File: config.mk
export PLATFORM = sky130hd
export DESIGN_NAME = copro_mbox
export DESIGN_NICKNAME = d
export VERILOG_FILES = /design/src/rtl/copro_mbox_pkg.sv /design/src/rtl/copro_port_decode.sv /design/src/rtl/copro_rd_edge.sv /design/src/rtl/copro_hs_flag.sv /design/src/rtl/copro_mbox.sv
export SDC_FILE = /design/constraint.sdc
export NUM_CORES = 1
export LEC_CHECK = 0
export BUFFER_PORTS_ARGS = -buffer_cell sky130_fd_sc_hd__buf_4
export CAP_MARGIN = 10
export CORE_UTILIZATION = 30
export DETAILED_ROUTE_END_ITERATION = 12
export PLACE_DENSITY = 0.54
export SKIP_LAST_GASP = 1
export SLEW_MARGIN = 20
export SYNTH_ARGS = -nofsm -noshare
export SYNTH_HDL_FRONTEND = slang
export SYNTH_SLANG_ARGS = --single-unit
File: constraint.sdc
create_clock -name clk -period 1.8 [get_ports clk]
set_clock_uncertainty 0.15 [all_clocks]
set_input_delay 0.36 -clock clk [delete_from_list [all_inputs] [get_ports clk]]
set_output_delay 0.36 -clock clk [all_outputs]
set_load 0.005 [all_outputs]
File: src/rtl/copro_mbox_pkg.sv
package copro_mbox_pkg;
    typedef enum logic [2:0] {
        GRP_OUTB   = 3'd0,
        GRP_INB    = 3'd1,
        GRP_STAT   = 3'd2,
        GRP_SHADOW = 3'd3,
        GRP_NONE4  = 3'd4,
        GRP_NONE5  = 3'd5,
        GRP_BANK   = 3'd6,
        GRP_NONE7  = 3'd7
    } port_grp_e;

    typedef enum logic {
        FLG_EMPTY = 1'b0,
        FLG_FULL  = 1'b1
    } flag_state_e;

    typedef enum logic {
        RD_IDLE = 1'b0,
        RD_HELD = 1'b1
    } rd_state_e;
endpackage

File: src/rtl/copro_port_decode.sv
module copro_port_decode
    import copro_mbox_pkg::*;
#(
    parameter int ADDR_W = 8,
    parameter int SEL_W  = 3
) (
    input  logic [ADDR_W-1:0] addr_i,
    output port_grp_e         grp_o
);
    localparam int SEL_MSB = ADDR_W - 1;

    always_comb begin
        grp_o = port_grp_e'(addr_i[SEL_MSB -: SEL_W]);
    end
endmodule

File: src/rtl/copro_rd_edge.sv
module copro_rd_edge
    import copro_mbox_pkg::*;
(
    input  logic clk,
    input  logic rst_n,
    input  logic rd_i,
    output logic pulse_o
);
    rd_state_e state_q, state_d;

    always_ff @(posedge clk) begin
        if (!rst_n) state_q <= RD_IDLE;
        else        state_q <= state_d;
    end

    always_comb begin
        state_d = state_q;
        pulse_o = 1'b0;
        unique case (state_q)
            RD_IDLE: begin
                if (rd_i) begin
                    state_d = RD_HELD;  // ARM
                    pulse_o = 1'b1;
                end
            end
            RD_HELD: begin
                if (!rd_i) state_d = RD_IDLE;  // RELEASE
            end
        endcase
    end

    AST_SINGLE_PULSE: assert property (@(posedge clk) disable iff (!rst_n)
        pulse_o |=> !pulse_o);
    AST_HELD_QUIET: assert property (@(posedge clk) disable iff (!rst_n)
        (rd_i && $past(rd_i) && $past(rst_n)) |-> !pulse_o);
endmodule

File: src/rtl/copro_hs_flag.sv
module copro_hs_flag
    import copro_mbox_pkg::*;
(
    input  logic clk,
    input  logic rst_n,
    input  logic set_i,
    input  logic clr_i,
    output logic full_o
);
    flag_state_e state_q, state_d;

    always_ff @(posedge clk) begin
        if (!rst_n) state_q <= FLG_EMPTY;
        else        state_q <= state_d;
    end

    always_comb begin
        state_d = state_q;
        unique case (state_q)
            FLG_EMPTY: if (set_i) state_d = FLG_FULL;     // SET
            FLG_FULL:  if (!set_i && clr_i) state_d = FLG_EMPTY; // CLEAR
        endcase
    end

    always_comb begin
        full_o = (state_q == FLG_FULL);
    end

    AST_SET_WINS: assert property (@(posedge clk) disable iff (!rst_n)
        set_i |=> full_o);
    AST_CLR_EMPTIES: assert property (@(posedge clk) disable iff (!rst_n)
        (clr_i && !set_i) |=> !full_o);
endmodule

File: src/rtl/copro_mbox.sv
module copro_mbox
    import copro_mbox_pkg::*;
#(
    parameter int ADDR_W = 8,
    parameter int DATA_W = 8,
    parameter int SEL_W  = 3,
    parameter int BANK_W = 3
) (
    input  logic              clk,
    input  logic              rst_n,
    input  logic [ADDR_W-1:0] cp_addr,
    input  logic [DATA_W-1:0] cp_wdata,
    input  logic              cp_wr,
    input  logic              cp_rd,
    output logic [DATA_W-1:0] cp_rdata,
    input  logic [DATA_W-1:0] hs_wdata,
    input  logic              hs_wr,
    input  logic              hs_rd,
    output logic [DATA_W-1:0] hs_rdata,
    output logic              hs_avail,
    output logic              cp_avail,
    output logic              shadow_en,
    output logic [BANK_W-1:0] bank_sel,
    output logic              common_en
);
    localparam int STAT_CP_BIT = DATA_W - 1;
    localparam int STAT_HS_BIT = 0;
    localparam int BANK_LSB    = 1;
    localparam int COMMON_BIT  = 6;

    port_grp_e         grp;
    logic              cp_rd_pulse;
    logic              hs_rd_pulse;
    logic [DATA_W-1:0] outb_q;
    logic [DATA_W-1:0] inb_q;
    logic              wr_outb;
    logic              clr_cp;

    copro_port_decode #(.ADDR_W(ADDR_W), .SEL_W(SEL_W)) u_dec (
        .addr_i (cp_addr),
        .grp_o  (grp)
    );

    copro_rd_edge u_cp_edge (
        .clk     (clk),
        .rst_n   (rst_n),
        .rd_i    (cp_rd),
        .pulse_o (cp_rd_pulse)
    );

    copro_rd_edge u_hs_edge (
        .clk     (clk),
        .rst_n   (rst_n),
        .rd_i    (hs_rd),
        .pulse_o (hs_rd_pulse)
    );

    always_comb begin
        wr_outb = cp_wr && (grp == GRP_OUTB);
        clr_cp  = cp_rd_pulse && (grp == GRP_INB);
    end

    copro_hs_flag u_hs_flag (
        .clk    (clk),
        .rst_n  (rst_n),
        .set_i  (wr_outb),
        .clr_i  (hs_rd_pulse),
        .full_o (hs_avail)
    );

    copro_hs_flag u_cp_flag (
        .clk    (clk),
        .rst_n  (rst_n),
        .set_i  (hs_wr),
        .clr_i  (clr_cp),
        .full_o (cp_avail)
    );

    always_ff @(posedge clk) begin
        if (!rst_n) begin
            outb_q    <= '0;
            inb_q     <= '0;
            shadow_en <= 1'b1;
            bank_sel  <= '0;
            common_en <= 1'b0;
        end else begin
            if (hs_wr) inb_q <= hs_wdata;
            if (cp_wr) begin
                unique case (grp)
                    GRP_OUTB:   outb_q    <= cp_wdata;
                    GRP_SHADOW: shadow_en <= cp_wdata[0];
                    GRP_BANK: begin
                        bank_sel  <= cp_wdata[BANK_LSB +: BANK_W];
                        common_en <= cp_wdata[COMMON_BIT];
                    end
                    default: ;
                endcase
            end
        end
    end

    always_comb begin
        cp_rdata = '0;
        unique case (grp)
            GRP_OUTB: cp_rdata = outb_q;
            GRP_INB:  cp_rdata = inb_q;
            GRP_STAT: begin
                cp_rdata[STAT_CP_BIT] = cp_avail;
                cp_rdata[STAT_HS_BIT] = hs_avail;
            end
            default: cp_rdata = '0;
        endcase
    end

    always_comb begin
        hs_rdata = outb_q;
    end

    AST_OUTB_LOAD: assert property (@(posedge clk) disable iff (!rst_n)
        (cp_wr && cp_addr[ADDR_W-1 -: SEL_W] == 3'd0) |=> (hs_rdata == $past(cp_wdata)));
    AST_SHADOW_LOAD: assert property (@(posedge clk) disable iff (!rst_n)
        (cp_wr && cp_addr[ADDR_W-1 -: SEL_W] == 3'd3) |=> (shadow_en == $past(cp_wdata[0])));
    AST_STATUS_ZEROS: assert property (@(posedge clk) disable iff (!rst_n)
        (cp_addr[ADDR_W-1 -: SEL_W] == 3'd2) |-> (cp_rdata[DATA_W-2:1] == '0));
    AST_HOST_SETS: assert property (@(posedge clk) disable iff (!rst_n)
        hs_wr |=> (cp_avail && inb_q == $past(hs_wdata)));
    AST_CTRL_STABLE: assert property (@(posedge clk) disable iff (!rst_n)
        (!cp_wr && $past(rst_n)) |=> ($stable(bank_sel) && $stable(common_en)));
endmodule

* Word-level counts from Yosys, hierarchy flattened *
Cells that the tools add are included.

cells by class
  bitwise operators = 2
  reductions and logical operators = 10
  equal/unequal tests = 4
  multiplexer cells = 13

operator list
  operator            number
  $pmux 6 s2          1
  $mux 1              8
  $eq 3x2->1 const B  2
  $pmux 1 s3          2
  $reduce_and 2->1    3
  $logic_and 1x1->1   4
  $pmux 1 s2          2
  $eq 3x1->1 const B  1
  $eq 3x3->1 const B  1
  $logic_not 3->1     1
  $logic_not 1->1     2
  $not 1->1           2

word-level totals
  bits in registers = 25
  input port bits = 30
  logic and storage cells = 38
  output and inout bits = 23

* Longest topological paths before layout *
Gate-level depths: netlist (run 1).

  depth after elaboration = 6
  depth in mapped cells = 5

* Cells and area by module *
From an unflattened synthesis (run 1), not the netlist that was laid out.

second synthesis, totals
  cell total of the unflattened synthesis = 121
  area total of the unflattened synthesis = 1172.4 µm²

by module, submodules not included
  module             cells an instance  area each (µm²)  sequential area each (µm²)  instances
  copro_mbox         106                987.2            420.4                       1
  copro_hs_flag      3                  41.3             20.0                        2
  copro_rd_edge      3                  40.0             20.0                        2
  copro_port_decode  3                  22.5             0.0                         1

* Worst setup path after synthesis (run 1) *
OpenSTA, ideal clock, no wires.

  kind = input-to-reg
  from = in cp_addr[6]
  to = reg outb_q[6] (netlist: hs_rdata[6])
  library setup time = 0.114 ns
  cell stages on the path = 5
  arrival = 1.292 ns
  path slack = 0.244 ns
  cell sequence = buf_6 -> or4b_4 -> buf_6 -> nand3_2 -> o21ai_2

between the ends
  longest elaborated chain between the ends = 2

RTL lines
  element                     line              source
  start, declared             copro_mbox.sv:11  input logic [ADDR_W-1:0] cp_addr,
  $logic_not 3->1             copro_mbox.sv:89  unique case (grp)
  $reduce_and 2->1 (no line)  --
  end signal, assigned        copro_mbox.sv:90  GRP_OUTB: outb_q <= cp_wdata;
  end, declared               copro_mbox.sv:34  logic [DATA_W-1:0] outb_q;

Every way passes these cells.
A chain may end at the register's enable or synchronous reset.

* Worst setup path in the final report (run 1) *
  from = reg outb_q[0] (netlist: hs_rdata[0])
  to = out cp_rdata[0]

between the ends
  longest elaborated chain between the ends = 1

RTL lines
  element        line               source
  $pmux 1 s3     copro_mbox.sv:104  unique case (grp)
  end, declared  copro_mbox.sv:15   output logic [DATA_W-1:0] cp_rdata,

Every way passes these cells.

==> results of run 1 <==
-- metal layers --
metal	vias to the layer above	part of all wire (%)	track usage [%]
li1	500	-	-
met1	436	49	16.59
met2	20	46	21.60
met3	2	3.9	4.015
met4	0	0.77	2.616
met5	-	0	0
-- flip-flops by register name, summed over array words and instances, names as in the netlist --
signal and flops:
u_cp_edge.state_q 1, shadow_en 1, u_hs_flag.full_o 1, bank_sel 3, u_cp_flag.full_o 1, inb_q 8, common_en 1, hs_rdata 8
u_hs_edge.state_q 1
-- where the power goes --
group | internal, mW | switching [mW] | leakage [nW]
clock network | 0.0864 | 0.155 | 0.0150
logic | 0.0821 | 0.0652 | 0.464
registers | 0.575 | 0.0125 | 0.205
-- kinds of logic (layout without fill, tap and decap cells) --
group | Yosys count | in the layout | share of synthesized area (%)
AOI/OAI and AO/OA | 15 | 15 | 9.681
DFF | 25 | 25 | 45.56
buffers and inverters | 9 | 53 | 4.783
and+or+nand+nor | 53 | 53 | 26.31
muxes | 15 | 15 | 13.67
-- area by class of cell --
class,count,area [sq um],share of cell area (%)
multi-input cells,83,555.5,36.88
clock buffers,4,26.28,1.744
well taps,46,57.56,3.821
inverters,1,3.754,0.2492
flip-flops and latches,25,503.0,33.39
repair buffers,48,360.3,23.92
-- layout by cell type (no fill, tap or decap) --
| cell | netlist | final |
|---|---|---|
| a211oi_1 | 4 | 2 |
| o21ai_2 | 4 | 4 |
| dfxtp_2 | 0 | 2 |
| a211oi_2 | 0 | 2 |
| buf_4 | 0 | 48 |
| a21boi_2 | 1 | 1 |
| clkbuf_1 | 3 | 1 |
| and2_1 | 2 | 2 |
| or2_2 | 1 | 1 |
| nand4b_1 | 2 | 2 |
| nor4b_1 | 1 | 1 |
| nand3_2 | 1 | 1 |
| nor4_1 | 1 | 1 |
| mux2i_1 | 15 | 15 |
| or4b_4 | 1 | 1 |
| o21ai_0 | 6 | 6 |
| nor2b_1 | 10 | 10 |
| nor2_1 | 7 | 7 |
| nand2b_1 | 2 | 2 |
| nand2_1 | 10 | 10 |
| nand3_1 | 15 | 15 |
| clkbuf_4 | 0 | 3 |
| inv_1 | 1 | 1 |
| dfxtp_1 | 25 | 23 |
-- through the flow --
| step | TNS [ns] | std cells | utilization (%) |
|---|---|---|---|
| 2_1_floorplan | 0 | 117 | - |
| 3_3_place_gp | 0 | 203 | 42.97 |
| 3_5_place_dp | 0 | 203 | 42.97 |
| 4_1_cts | 0 | 207 | 43.74 |
| 5_1_grt | -0.008280 | 207 | 44.10 |
| 6_report | 0 | 207 | 44.10 |
-- repair_timing --
| action | CTS | global route |
|---|---|---|
| gates resized for setup | 0 | 4 |
| buffers inserted | 0 | 0 |
| setup endpoints to repair | 0 | 2 |
-- worst paths after layout --
kind,from,to,slack [ns],cells after the start
worst max-delay path,hs_rdata[0]$_SDFFE_PN0P_,cp_rdata[0],0.09,4
worst min-delay path,hs_rd,u_hs_edge.state_q$_SDFF_PN0_,0.10,2
worst max register to register,u_cp_edge.state_q$_SDFF_PN0_,u_cp_flag.full_o$_SDFF_PN0_,0.91,2
worst min register to register,hs_rdata[7]$_SDFFE_PN0P_,hs_rdata[7]$_SDFFE_PN0P_,0.31,2
==> flow_summary.ini, run 1 <==
[outcome]
status = finished, final reports clean

[synthesis]
synthTopCellsByCount = dfxtp_1 (25), mux2i_1 (15), nand3_1 (15)
synth_cells = 117
ys_types = 22
yosys.area.top_type = dfxtp_1
netlist_top_cells_area = dfxtp_1 (46%), mux2i_1 (14%), nand3_1 (6.8%)
synthArstFlopShare_pct = 0
synth_nets = 147
ys_warn_count = 0
yosysSeqAreaShare_pct = 45.56
yosys_register_bits = 25
synth_edf_count = 0
yosysMostFrequentCell = dfxtp_1
synth_ff_type = dfxtp_1
syn_avg_cell_area_sq_um = 9.389
netlist_area_sq_um = 1099
synth_top_area_share_pct = 45.56

[sta]
drv_slew = 0
period_share_pct = 94.92
hold_slack_ns = 0.1050
clock.fmax_ghz = 0.5853
fin_ws_ns = 0.09152
period_needed_ns = 1.708
tightest_slew_ns = 0.3936
finalSetupViolations = 0
rsz0062_at_grt = yes
slew_headroom_pct = 73.39
final_hold_viol_count = 0

[placed_design]
preCtsSetupSlack_ns = 0.1181
gp_congestion = 0.6948
place_area_sq_um = 1468
portBuffers = 47
hpwl_um = 1867

[critical_path]
cp_cell_sequence = nor2b_1, a211oi_2, a211oi_2, buf_4
cp-end-kind = primary output
cp_common_cell = a211oi_2
required_ns = 1.29
path_buf_inv = 1
crit_fanout = 3
crit_slowest_cell = dfxtp_2
cp_slowest_stage_delay_ns = 0.35
critical_path.top_delay_family = flip-flops
crit_type = reg -> out
crit_arrival_ns = 1.20
startpoint_type = flip-flop

[global_routing]
grt_overflow = 0
grt_max_degree = 34
antenna_found_initial = 0
grt_pass1_vias = 893
grt_pass1_wl_um = 4077
grt_use_total_pct = 13.04

[cts]
cts_sinks = 25
path_clk_slew_ns = 0.13
cts_buffer_depth = 2
clockRootBuffer = clkbuf_4
hold_buffers = 0
numCtsBuffers = 3
cts-htree-levels = 1
cts_tree = yes
worst_skew_pair.late_latency_ns = 0.30

[power_and_ir_drop]
power_density_nw_per_um2 = 648.0
vdd_drop_max_mv = 0.5772
finalPower_mw = 0.9761
leakagePower_nw = 0.6840

[cells_and_area]
syn2layout_area_growth_pct = 37.13
final_design_area_no_fill_sq_um = 1506
fillers = 373
antenna_cells = 0
drive_gt1_share_pct = 39.13
fin_nets = 192

[hold_path]
timing.hold.worst.class = in -> reg

[route]
viasPerCell = 4.628
wirelength_um = 2454
ant_nets = 0
vias = 958
drc = 0
wire_per_inst_um = 11.86
dr.pass1.iters = 2
first_iter_violations = 9

[floorplan]
initial_core_util_pct = 32.16
die_area_sq_um = 3908
dieHeight_um = 62.52
ios = 53
die_w_um = 62.52
coreArea_sq_um = 3416
rows = 21

[job]
cap_viol_max_count = 0
No activity file was read; power rests on OpenSTA's default activity.
==> run 2: changes to the inputs <==
Settings changed: PLACE_DENSITY 0.54 to 0.58.
==> flow_summary.ini, run 2 (synthesized netlist as in run 1, its figures left out) <==
[floorplan]
initial_core_util_pct = 32.16
die_area_sq_um = 3908
rows = 21
die_w_um = 62.52
dieHeight_um = 62.52
coreArea_sq_um = 3416
ios = 53

[job]
cap_viol_max_count = 0

[power_and_ir_drop]
power_density_nw_per_um2 = 650.5
vdd_drop_max_mv = 0.2797
leakagePower_nw = 0.6898
finalPower_mw = 0.9897

[cells_and_area]
antenna_cells = 0
instances_no_fill = 208
fin_nets = 193
fillers = 365
fin_util_pct = 44.54
multi_input_area_sq_um = 563.0
final_cell_mix = buf_4 (49), dfxtp_1 (23), mux2i_1 (15), nand3_1 (15), nand2_1 (10)
drive_gt1_share_pct = 40.12
regArea_sq_um = 503.0
syn2layout_area_growth_pct = 38.50
mostFrequentLayoutCell = buf_4
final_design_area_no_fill_sq_um = 1521

[global_routing]
grt_pass1_vias = 913
grt_pass1_wl_um = 4236
grt_max_degree = 34
grt_use_total_pct = 13.52
grt_overflow = 0
antenna_found_initial = 0

[placed_design]
hpwl_um = 1914
dp.cells = 203
portBuffers = 47
gp_congestion = 0.6799
place_area_sq_um = 1468

[route]
dr.pass1.iters = 2
ant_nets = 0
drc = 0
wire_per_inst_um = 12.73
first_iter_violations = 14
viasPerCell = 4.582
vias = 953
wirelength_um = 2647

[cts]
cts_tree = yes
path_clk_slew_ns = 0.13
worst_skew_pair.late_latency_ns = 0.31
clockRootBuffer = clkbuf_4
hold_buffers = 0
cts-htree-levels = 1
numCtsBuffers = 3
cts_sinks = 25
cts_buffer_depth = 2

[sta]
drv_slew = 0
finalSetupTns_ns = 0
rsz0062_at_grt = yes
finalSetupViolations = 0
clock.fmax_ghz = 0.5691
slew_headroom_pct = 72.24
period_needed_ns = 1.757
tightest_slew_ns = 0.4106
final_hold_viol_count = 0
period_share_pct = 97.62

[hold_path]
timing.hold.worst.class = in -> reg

[critical_path]
crit_type = reg -> out
crit_fanout = 2
crit_arrival_ns = 1.25
startpoint_type = flip-flop
required_ns = 1.29
cp-end-kind = primary output

[outcome]
status = finished, final reports clean
run 2: cell count changes in the layout (fill, tap and decap cells not counted), sizes merged:
| cell | change |
|---|---|
| buf | +1 |
run 2: repair_timing:
| action | in CTS | in global routing |
|---|---|---|
| endpoints found under the setup margin | 1 | 2 |
| setup buffers | 0 | 1 |
| pin swaps | 1 | 1 |
| gates resized for setup | 1 | 4 |
run 2: where the power goes:
part	internal, mW	leakage [nW]	switching [mW]
combinational	0.0830	0.469	0.0669
clock	0.0866	0.0150	0.166
sequential	0.575	0.205	0.0125
run 2: stage by stage:
step / hold slack [ns] / setup WS, ns
finish: 0.09626 / 0.04285
global route: 0.07931 / -0.004548
CTS: 0.08476 / 0.02526
detailed placement: 0.3043 / 0.1107
global placement: 0.2980 / 0.1347
floorplan: 0.2852 / 0.2437
run 2: critical path, cell delays in order, from the launching register on:
cell	delay (ns)
dfxtp_2	0.35
nor2b_4	0.13
a211oi_2	0.05
a211oi_2	0.25
buf_4	0.15
run 2: final cells by class:
type                    instances  area share (%)
multi-input cells              83           37.01
flip-flops and latches         25           33.06
repair buffers                 49           24.18
well taps                      46           3.783
clock buffers                   4           1.727
inverters                       1          0.2467
run 2: worst paths after layout:
kind,startpoint,end,slack [ns],depth (start not counted)
max,hs_rdata[0]$_SDFFE_PN0P_,cp_rdata[0],0.04,4
min,hs_rd,u_hs_edge.state_q$_SDFF_PN0_,0.1,2
max reg2reg,u_cp_edge.state_q$_SDFF_PN0_,u_cp_flag.full_o$_SDFF_PN0_,0.91,2
min reg2reg,hs_rdata[7]$_SDFFE_PN0P_,hs_rdata[7]$_SDFFE_PN0P_,0.32,2
run 2: routing by layer:
layer  up-vias  part of all wire, %  GRT usage, %
met5         -                    0             0
met4         0                 0.72         6.105
met3         2                  5.1         3.102
met2        23                   46         21.47
met1       435                   48         17.28
li1        493                    -             -
